$ cat src/rtl/ovf_alu16_pkg.sv
package ovf_alu16_pkg;

  localparam int unsigned WORD_W = 16;
  localparam int unsigned OPC_W  = 4;
  localparam int unsigned EXT_W  = 2;

  typedef enum logic [OPC_W-1:0] {
    OPC_EXT  = 4'h0,
    OPC_MOV  = 4'h1,
    OPC_ADD  = 4'h2,
    OPC_SUB  = 4'h3,
    OPC_MUL  = 4'h4,
    OPC_DIV  = 4'h5,
    OPC_MOD  = 4'h6,
    OPC_SHL  = 4'h7,
    OPC_SHR  = 4'h8,
    OPC_AND  = 4'h9,
    OPC_OR   = 4'hA,
    OPC_XOR  = 4'hB,
    OPC_TEQ  = 4'hC,
    OPC_TNE  = 4'hD,
    OPC_TGT  = 4'hE,
    OPC_TBIT = 4'hF
  } opc_e;

  // Extra execute cycles beyond the decode cycle
  function automatic logic [EXT_W-1:0] extra_cycles(opc_e op);
    case (op)
      OPC_DIV, OPC_MOD:                    return 2'd2;
      OPC_ADD, OPC_SUB, OPC_MUL, OPC_SHL,
      OPC_SHR, OPC_TEQ, OPC_TNE, OPC_TGT,
      OPC_TBIT:                            return 2'd1;
      default:                             return 2'd0;
    endcase
  endfunction

endpackage

$ cat src/rtl/ovf_alu16_datapath.sv
module ovf_alu16_datapath
  import ovf_alu16_pkg::*;
#(
  parameter int unsigned W = WORD_W
) (
  input  opc_e         op,
  input  logic [W-1:0] a,
  input  logic [W-1:0] b,
  input  logic [W-1:0] ovf_cur,
  output logic [W-1:0] res,
  output logic         wr,
  output logic         cond,
  output logic [W-1:0] ovf_nxt
);

  localparam int unsigned DW   = 2 * W;
  localparam int unsigned SH_W = $clog2(DW);

  logic [W:0]    sum_w, dif_w;
  logic [DW-1:0] prod_w, quo_w, shl_w, shr_w;
  logic [W-1:0]  div_safe, rem_w;
  logic          div_zero, sh_big;
  logic [SH_W-1:0] sh_amt;

  assign div_zero = (b == '0);
  assign div_safe = div_zero ? {{(W-1){1'b0}}, 1'b1} : b;
  assign sum_w    = {1'b0, a} + {1'b0, b};
  assign dif_w    = {1'b0, a} - {1'b0, b};
  assign prod_w   = {{W{1'b0}}, a} * {{W{1'b0}}, b};
  // One wide quotient serves both the integer part and the fractional word
  assign quo_w    = {a, {W{1'b0}}} / {{W{1'b0}}, div_safe};
  assign rem_w    = a % div_safe;
  assign sh_big   = |b[W-1:SH_W];
  assign sh_amt   = b[SH_W-1:0];
  assign shl_w    = sh_big ? '0 : ({{W{1'b0}}, a} << sh_amt);
  assign shr_w    = sh_big ? '0 : ({a, {W{1'b0}}} >> sh_amt);

  always_comb begin
    res     = '0;
    wr      = 1'b0;
    cond    = 1'b0;
    ovf_nxt = ovf_cur;
    case (op)
      OPC_MOV: begin res = b;     wr = 1'b1; end
      OPC_AND: begin res = a & b; wr = 1'b1; end
      OPC_OR:  begin res = a | b; wr = 1'b1; end
      OPC_XOR: begin res = a ^ b; wr = 1'b1; end
      OPC_ADD: begin
        res     = sum_w[W-1:0];
        wr      = 1'b1;
        ovf_nxt = {{(W-1){1'b0}}, sum_w[W]};
      end
      OPC_SUB: begin
        res     = dif_w[W-1:0];
        wr      = 1'b1;
        ovf_nxt = {W{dif_w[W]}};
      end
      OPC_MUL: begin
        res     = prod_w[W-1:0];
        wr      = 1'b1;
        ovf_nxt = prod_w[DW-1:W];
      end
      OPC_DIV: begin
        res     = div_zero ? '0 : quo_w[DW-1:W];
        wr      = 1'b1;
        ovf_nxt = div_zero ? '0 : quo_w[W-1:0];
      end
      OPC_MOD: begin
        res = div_zero ? '0 : rem_w;
        wr  = 1'b1;
      end
      OPC_SHL: begin
        res     = shl_w[W-1:0];
        wr      = 1'b1;
        ovf_nxt = shl_w[DW-1:W];
      end
      OPC_SHR: begin
        res     = shr_w[DW-1:W];
        wr      = 1'b1;
        ovf_nxt = shr_w[W-1:0];
      end
      OPC_TEQ:  cond = (a == b);
      OPC_TNE:  cond = (a != b);
      OPC_TGT:  cond = (a > b);
      OPC_TBIT: cond = ((a & b) != '0);
      default: ;
    endcase
  end

  // zero divisor never produces a nonzero destination value
  always_comb begin
    if (((op == OPC_DIV) || (op == OPC_MOD)) && div_zero)
      AST_DIV_ZERO: assert (res == '0);
  end

  // compares never write the destination
  always_comb begin
    if ((op == OPC_TEQ) || (op == OPC_TNE) || (op == OPC_TGT) || (op == OPC_TBIT))
      AST_TEST_NO_WRITE: assert (!wr && res == '0);
  end

endmodule

$ cat src/rtl/ovf_alu16_ctrl.sv
module ovf_alu16_ctrl
  import ovf_alu16_pkg::*;
#(
  parameter int unsigned CNT_W = EXT_W
) (
  input  logic             clk,
  input  logic             rst_n,
  input  logic             in_valid,
  input  logic             out_ready,
  input  logic [CNT_W-1:0] extra,
  output logic             accept,
  output logic             handoff,
  output logic             in_ready,
  output logic             out_valid
);

  typedef enum logic [1:0] {ST_IDLE, ST_WAIT, ST_DONE} st_e;

  st_e              st_q;
  logic [CNT_W-1:0] cnt_q;

  assign in_ready  = (st_q == ST_IDLE);
  assign out_valid = (st_q == ST_DONE);
  assign accept    = in_valid && in_ready;
  assign handoff   = out_valid && out_ready;

  always_ff @(posedge clk or negedge rst_n) begin
    if (!rst_n) begin
      st_q  <= ST_IDLE;
      cnt_q <= '0;
    end else begin
      case (st_q)
        ST_IDLE: if (accept) begin
          if (extra == '0) st_q <= ST_DONE;
          else begin
            st_q  <= ST_WAIT;
            cnt_q <= extra - 1'b1;
          end
        end
        ST_WAIT: begin
          if (cnt_q == '0) st_q <= ST_DONE;
          else             cnt_q <= cnt_q - 1'b1;
        end
        ST_DONE: if (out_ready) st_q <= ST_IDLE;
        default: st_q <= ST_IDLE;
      endcase
    end
  end

  // Checker state: edges since acceptance and the promised extra count
  logic [CNT_W:0]   age_q;
  logic [CNT_W-1:0] lat_q;
  always_ff @(posedge clk or negedge rst_n) begin
    if (!rst_n) begin
      age_q <= '0;
      lat_q <= '0;
    end else if (accept) begin
      age_q <= 1;
      lat_q <= extra;
    end else if (!out_valid) begin
      age_q <= age_q + 1'b1;
    end
  end

  AST_LATENCY: assert property (@(posedge clk) disable iff (!rst_n)
    $rose(out_valid) |-> (age_q == {1'b0, lat_q} + 1'b1));

  AST_HOLD_VALID: assert property (@(posedge clk) disable iff (!rst_n)
    (out_valid && !out_ready) |=> out_valid);

  AST_READY_AFTER_HANDOFF: assert property (@(posedge clk) disable iff (!rst_n)
    handoff |=> (in_ready && !out_valid));

endmodule

$ cat src/rtl/ovf_alu16.sv
module ovf_alu16
  import ovf_alu16_pkg::*;
#(
  parameter int unsigned W = WORD_W
) (
  input  logic         clk,
  input  logic         rst_n,
  input  logic         in_valid,
  output logic         in_ready,
  input  logic [3:0]   in_op,
  input  logic [W-1:0] in_a,
  input  logic [W-1:0] in_b,
  output logic         out_valid,
  input  logic         out_ready,
  output logic [W-1:0] out_result,
  output logic         out_wr,
  output logic         out_cond,
  output logic [1:0]   out_cycles,
  output logic [W-1:0] ovf_word
);

  opc_e         op_q;
  logic [W-1:0] a_q, b_q, ovf_q, ovf_nxt;
  logic         accept, handoff;

  always_ff @(posedge clk or negedge rst_n) begin
    if (!rst_n) begin
      op_q <= OPC_EXT;
      a_q  <= '0;
      b_q  <= '0;
    end else if (accept) begin
      op_q <= opc_e'(in_op);
      a_q  <= in_a;
      b_q  <= in_b;
    end
  end

  ovf_alu16_ctrl #(.CNT_W(EXT_W)) ctrl_i (
    .clk       (clk),
    .rst_n     (rst_n),
    .in_valid  (in_valid),
    .out_ready (out_ready),
    .extra     (extra_cycles(opc_e'(in_op))),
    .accept    (accept),
    .handoff   (handoff),
    .in_ready  (in_ready),
    .out_valid (out_valid)
  );

  ovf_alu16_datapath #(.W(W)) dp_i (
    .op      (op_q),
    .a       (a_q),
    .b       (b_q),
    .ovf_cur (ovf_q),
    .res     (out_result),
    .wr      (out_wr),
    .cond    (out_cond),
    .ovf_nxt (ovf_nxt)
  );

  assign out_cycles = extra_cycles(op_q);

  always_ff @(posedge clk or negedge rst_n) begin
    if (!rst_n)       ovf_q <= '0;
    else if (handoff) ovf_q <= ovf_nxt;
  end

  assign ovf_word = ovf_q;

  AST_OVF_AT_HANDOFF: assert property (@(posedge clk) disable iff (!rst_n)
    !handoff |=> $stable(ovf_word));

  AST_RESULT_HELD: assert property (@(posedge clk) disable iff (!rst_n)
    (out_valid && !out_ready) |=> ($stable(out_result) && $stable(out_wr)
                                   && $stable(out_cond) && $stable(out_cycles)));

  AST_MOD_KEEPS_OVF: assert property (@(posedge clk) disable iff (!rst_n)
    (handoff && op_q == OPC_MOD) |=> $stable(ovf_word));

endmodule

$ cat config.mk
export PLATFORM = sky130hd
export DESIGN_NAME = ovf_alu16
export DESIGN_NICKNAME = d
export VERILOG_FILES = /design/src/rtl/ovf_alu16_pkg.sv /design/src/rtl/ovf_alu16_datapath.sv /design/src/rtl/ovf_alu16_ctrl.sv /design/src/rtl/ovf_alu16.sv
export SDC_FILE = /design/constraint.sdc
export NUM_CORES = 2
export LEC_CHECK = 0
export ABC_AREA = 1
export BUFFER_PORTS_ARGS = -buffer_cell sky130_fd_sc_hd__buf_2
export CAP_MARGIN = 20
export CORE_MARGIN = 1
export CORE_UTILIZATION = 30
export DETAILED_ROUTE_END_ITERATION = 16
export GPL_TIMING_DRIVEN = 0
export PLACE_DENSITY_LB_ADDON = 0.1
export SYNTH_ARGS = -nofsm -noshare
export SYNTH_HDL_FRONTEND = slang
export SYNTH_SLANG_ARGS = --single-unit
$ cat constraint.sdc
create_clock -name clk -period 88.8 [get_ports clk]
set_clock_uncertainty 0.15 [all_clocks]
set_input_delay 13.32 -clock clk [delete_from_list [all_inputs] [get_ports clk]]
set_output_delay 13.32 -clock clk [all_outputs]
set_load 0.03 [all_outputs]
Yosys cells after proc, flatten, opt, wreduce, memory -nomap -nowiden
Memory sizes are Yosys's and may differ from the RTL's.
Index checks and enable logic that the tools add are counted.
{"block": "word_totals", "register_bits": 56, "latch_bits": 0, "ram_bits": 0, "rom_bits": 64, "inputBits": 40, "output_inout_bits": 38, "mem_count": 2}
{"memory": "(no name shown)", "depth": 16, "width": 2, "rd": 1, "rd_clocked_by_memory_dff": 0, "write_ports": 0, "line": "ovf_alu16_pkg.sv:28", "text": "case (op)"}
{"memory": "(no name shown)", "depth": 16, "width": 2, "rd": 1, "rd_clocked_by_memory_dff": 0, "write_ports": 0, "line": "ovf_alu16_pkg.sv:28"}
{"block": "op_classes", "add_sub_neg": 4, "multipliers": 1, "div": 2, "order_cmp": 1, "n_eq_ne": 24, "shift": 2, "mux": 19, "bitwise_logic": 3, "n_reduce_logical": 14}
{"operator": "$pmux 16 s11", "n": 1}
{"operator": "$pmux 16 s6", "n": 1}
{"operator": "$mux 16", "n": 4}
{"operator": "$mux 32", "n": 2}
{"operator": "$div 32x16->32", "n": 1}
{"operator": "$eq 4x4->1 const B", "n": 8}
{"operator": "$mul 16x16->32", "n": 1}
{"operator": "$shl 16x5->32", "n": 1}
{"operator": "$shr 32x5->32", "n": 1}
{"operator": "$reduce_or 11->1", "n": 2}
{"operator": "$add 16x16->17", "n": 1}
{"operator": "$sub 16x16->17", "n": 1}
{"operator": "$and 16x16->16", "n": 1}
{"operator": "$eq 16x16->1", "n": 1}
{"operator": "$eq 4x3->1 const B", "n": 4}
{"operator": "$gt 16x16->1", "n": 1}
{"operator": "$logic_not 16->1", "n": 1}
{"operator": "$mod 16x16->16", "n": 1}
{"operator": "$ne 16x16->1", "n": 1}
{"operator": "$or 16x16->16", "n": 1}
{"operator": "$reduce_bool 16->1", "n": 1}
{"operator": "$xor 16x16->16", "n": 1}
{"operator": "$mux 2", "n": 7}
{"operator": "$eq 4x2->1 const B", "n": 2}
{"operator": "17 further kinds", "n": 24}

Depth between registers and ports, before layout
{"block": "logic_depth", "depth_word": 5, "depth_mapped": 559}

By module
A second synthesis with hierarchy kept.
{"block": "hier_totals", "cells_unflattened": 7536, "area_unflattened_um2": 45995.4}
{"mod": "ovf_alu16_datapath", "n_inst": 1, "cells_per_inst": 7248, "area_per_inst_um2": 43434.2, "seq_area_each_um2": 0.0}
{"mod": "ovf_alu16", "n_inst": 1, "cells_per_inst": 237, "area_per_inst_um2": 2240.9, "seq_area_each_um2": 1301.2}
{"mod": "ovf_alu16_ctrl", "n_inst": 1, "cells_per_inst": 51, "area_per_inst_um2": 320.3, "seq_area_each_um2": 100.1}

Least setup slack after synthesis
Ideal clock, no wire load.
{"block": "synth_path", "path_kind": "reg2reg", "from": "register b_q[1]", "to": "register ovf_q[0] (netlist: ovf_word[0])", "setup_time_ns": 0.117, "arrival_ns": 66.504, "slack_ns": 22.029, "stages_incl_launch_ff": 520, "path_buffers": 47, "period_less_slack_ns": 66.771, "path_cell_list": "dfrtp_1 clkinv_1 clkbuf_1 ha_1 nand2_1 nand2_1 nand3_1 nand2_2 ha_1 nand2_2 nand2_2 nand2_1 nand2_2 nand2_2 nand2_1 nand2_1 ha_1 a21oi_1 [... 484 more ...] nand2_2 nor2_8 nand3_2 nor2_4 buf_4 buf_6 nand2_1 o21ai_1 ha_1 a21oi_1 nand3b_1 a21oi_1 a2111oi_0 nand3_1 nand2_1 nand2_1 nand2_1 nand2_1"}
{"block": "synth_between", "elab_chain_cells": 5, "elab_cells_between_ends": 12, "cone_classes": "2 x add/sub; 1 x mul; 1 x div; 2 x shift; 5 x mux; 1 x reduce/logical"}
{"item": "start, declared", "line": "ovf_alu16.sv:23", "text": "logic [W-1:0] a_q, b_q, ovf_q, ovf_nxt;"}
{"item": "start signal, assigned", "line": "ovf_alu16.sv:34", "text": "b_q <= in_b;"}
{"item": "$logic_not 16->1", "line": "ovf_alu16_datapath.sv:25", "text": "assign div_zero = (b == '0);"}
{"item": "$mux 16", "line": "ovf_alu16_datapath.sv:26", "text": "assign div_safe = div_zero ? {{(W-1){1'b0}}, 1'b1} : b;"}
{"item": "$div 32x16->32", "line": "ovf_alu16_datapath.sv:31", "text": "assign quo_w = {a, {W{1'b0}}} / {{W{1'b0}}, div_safe};"}
{"item": "$mux 16", "line": "ovf_alu16_datapath.sv:66", "text": "ovf_nxt = div_zero ? '0 : quo_w[W-1:0];"}
{"item": "$pmux 16 s6 *", "line": "ovf_alu16_datapath.sv:43", "text": "case (op)"}
{"item": "end signal, assigned", "line": "ovf_alu16.sv:65", "text": "else if (handoff) ovf_q <= ovf_nxt;"}
{"item": "end, declared", "line": "ovf_alu16.sv:23"}
Mark *: on every way between the ends. The rest lies on a longest branch, timed or not.
A chain may end at the register's enable or synchronous reset.

Final worst setup path
{"block": "layout_path", "from": "register b_q[15]", "to": "register ovf_q[0] (netlist: ovf_word[0])"}
Same word-level chain as after synthesis.

==> reports/results.ini <==
[detailed_routing]
drtPass1Iterations = 7
avgViaCountPerCell = 5.02
drt_iter0_drc = 2983
drt_wl_total_um = 184000
post_drt_wl_per_cell_um = 19.2
route.detailed.drc = 0
vias = 47900
ant_nets = 0

[setup_path]
r2r-end = ovf_word[0]$_DFFE_PN0P_
critPathKind = reg2reg
end_kind = flip-flop
rr_worst_depth = 514
crit_path_frequent_cell = nand2_1
worstPathRequired_ns = 88.88
start_kind = flip-flop
max_stage_delay_ns = 0.54
cp_max_fo = 21
arrival_ns = 79.02
r2r-start = b_q[15]$_DFFE_PN0P_
slowest_stage = nor4_1
ff2ff_setup_slack_ns = 9.85

[global_routing]
grt_max_degree = 57
antenna_found_initial = 6
grt_pass1_vias = 46800
grt_pass1_wl_um = 282000
grt_usage = 0.237
overflow = 0

[yosys]
yosysMostFrequentCell = nand2_1
ys_top_cells_by_count = nand2_1, inv_1, ha_1, o21ai_0, a21oi_1
yosysTopAreaCell = ha_1
syn_area_um2 = 45700
yosysWarnings = 0
yosys-top-cells-area = ha_1, nand2_1, inv_1
avgSynthCellArea_um2 = 6.16
synth_top_area_share = 0.175
synth-seq-area-share = 0.0307
synth_nets = 8295
synth-async-reset-ratio = 1.00
ys.flop_type = dfrtp_1
synth_seq_cells = 56
synth_cell_types = 86
synthCells = 7419
synth_edf_count = 0

[cts]
hold_buffers = 0
cts_buffers = 5
clock_path_buffers = 2
cts_root_buf = clkbuf_16
clock_sinks = 56
cts_tree = yes
clk_pin_slew_ns = 0.10
htree_levels = 2
clkLatencyLatePin_ns = 0.34

[flow_run]
drv_cap = 0

[sta]
hold_viol_final = 0
worst_pin_slew_ns = 1.16
setup_tns_ns = 0
fmaxAchievable_mhz = 12.7
slew_headroom = 0.221
rsz0062_at_grt = no
drv_slew = 0
fin_crit_ns = 78.95
period_share = 0.889
setup_viol = 0

[floorplanning]
die_w_um = 392
row_count = 142
fp.dieArea_um2 = 154000
initial_core_util = 0.304
die_h_um = 392
coreArea_um2 = 150000
io_pins = 78

[cells_and_area]
nFillCells = 17100
drive_gt1_frac = 0.0825
multi_input_area_um2 = 38700
finalNetCount = 8394
layout.area.seq_um2 = 1400
area_delta_synth_final_pct = 7.66

[place]
port_buffers = 77
gp_congestion = 0.985
dpl.hpwl_um = 156000

[worst_hold_path]
hold_end = ctrl_i.cnt_q[0]$_DFFE_PN0P_
hold_path_depth = 2
hold_start = ctrl_i.cnt_q[0]$_DFFE_PN0P_
hold_path.class = reg2reg

[status]
status = finished clean

## worst max-delay path by stage
stage                                   start                 endpoint  slack [ns]  cells past startpoint
final                     b_q[15]$_DFFE_PN0P_  ovf_word[0]$_DFFE_PN0P_        9.85                    514
after global routing      b_q[15]$_DFFE_PN0P_  ovf_word[0]$_DFFE_PN0P_        0.26                    526
after CTS                 b_q[15]$_DFFE_PN0P_  ovf_word[0]$_DFFE_PN0P_        3.07                    516
after detailed placement  b_q[15]$_DFFE_PN0P_  ovf_word[0]$_DFFE_PN0P_        3.32                    516
after global placement    b_q[14]$_DFFE_PN0P_  ovf_word[0]$_DFFE_PN0P_        2.60                    518
after floorplan            b_q[1]$_DFFE_PN0P_  ovf_word[0]$_DFFE_PN0P_       22.03                    519
## flip-flops by register name, indices dropped and copies added (netlist names)
name,count
ctrl_i.cnt_q,2
op_q,4
ovf_word,16
b_q,16
ctrl_i.st_q,2
a_q,16
## worst max-delay path, delay by kind of cell, from the launching register on
| kind | cells | cell delay (ns) |
|---|---|---|
| AND/OR/NAND/NOR | 242 | 26.88 |
| AO/OA/AOI/OAI | 137 | 25.62 |
| buffers and inverters | 104 | 15.20 |
| adder cells (fa/ha/maj) | 31 | 10.29 |
| flip-flops | 1 | 0.45 |
## cells by family after synthesis
family | share of synthesized area
simple gates | 0.317
compound gates | 0.186
buf+inv | 0.124
fa+ha+maj | 0.261
xor+xnor | 0.0801
flops | 0.0307
mux | 0.00131
## placed cells by master (no fill, tap or decap), types with 23 or more instances in the layout
cell type / count
nand2_1: 1842
inv_1: 1113
ha_1: 639
o21ai_0: 578
a21oi_1: 526
nor2_1: 474
nand3_1: 383
xnor2_1: 225
fa_1: 197
xor2_1: 193
nand2_2: 120
nand4_1: 97
clkbuf_1: 88
buf_2: 81
or2_2: 64
o21bai_1: 60
dfrtp_1: 56
nor3_1: 50
inv_2: 44
o21ai_1: 44
nor2_2: 41
nand3_2: 41
buf_6: 39
a21o_1: 34
o211ai_1: 31
nor2_4: 30
a221oi_1: 29
a211oi_1: 25
o31ai_1: 24
o22ai_1: 24
a31oi_1: 23
## layout make-up
class / count / share of cell area
multi-input combinational: 5984 / 0.787
clock inverter: 3 / 0.000585
sequential: 56 / 0.0285
buffer: 197 / 0.0255
tap: 2016 / 0.0513
timing repair buffer: 95 / 0.0142
antenna: 4 / 0.000203
clock buffer: 5 / 0.00254
inverter: 1179 / 0.0906
## per-stage QoR
stage | setup WS, ns | hold slack [ns] | instances | cell area (µm²) | utilization
2_1_floorplan | 22.03 | 0.336 | 7419 | 45700 | -
3_3_place_gp | 2.60 | 0.383 | 9512 | 48600 | 0.323
3_5_place_dp | 3.32 | 0.398 | 9527 | 48900 | 0.325
4_1_cts | 3.07 | 0.421 | 9535 | 49100 | 0.326
5_1_grt | 0.262 | 0.460 | 9535 | 49200 | 0.327
6_report | 9.85 | 0.419 | 9539 | 49200 | 0.327
## routing by layer
| layer | up-vias | GRT usage | share of wire |
|---|---|---|---|
| met1 | 22300 | 0.324 | 0.47 |
| met4 | 0 | 0.0568 | 0.026 |
| met5 | - | 0 | 0 |
| li1 | 24500 | - | - |
| met2 | 963 | 0.404 | 0.46 |
| met3 | 169 | 0.0139 | 0.038 |
## timing repair
item                       4_1_cts  5_1_grt
buffers inserted                 0        2
setup endpoints to repair        0        3
resized for setup                0       62
Power is not shown: default switching activity piles up to over one toggle a cycle in this logic, so the estimate is an artifact.
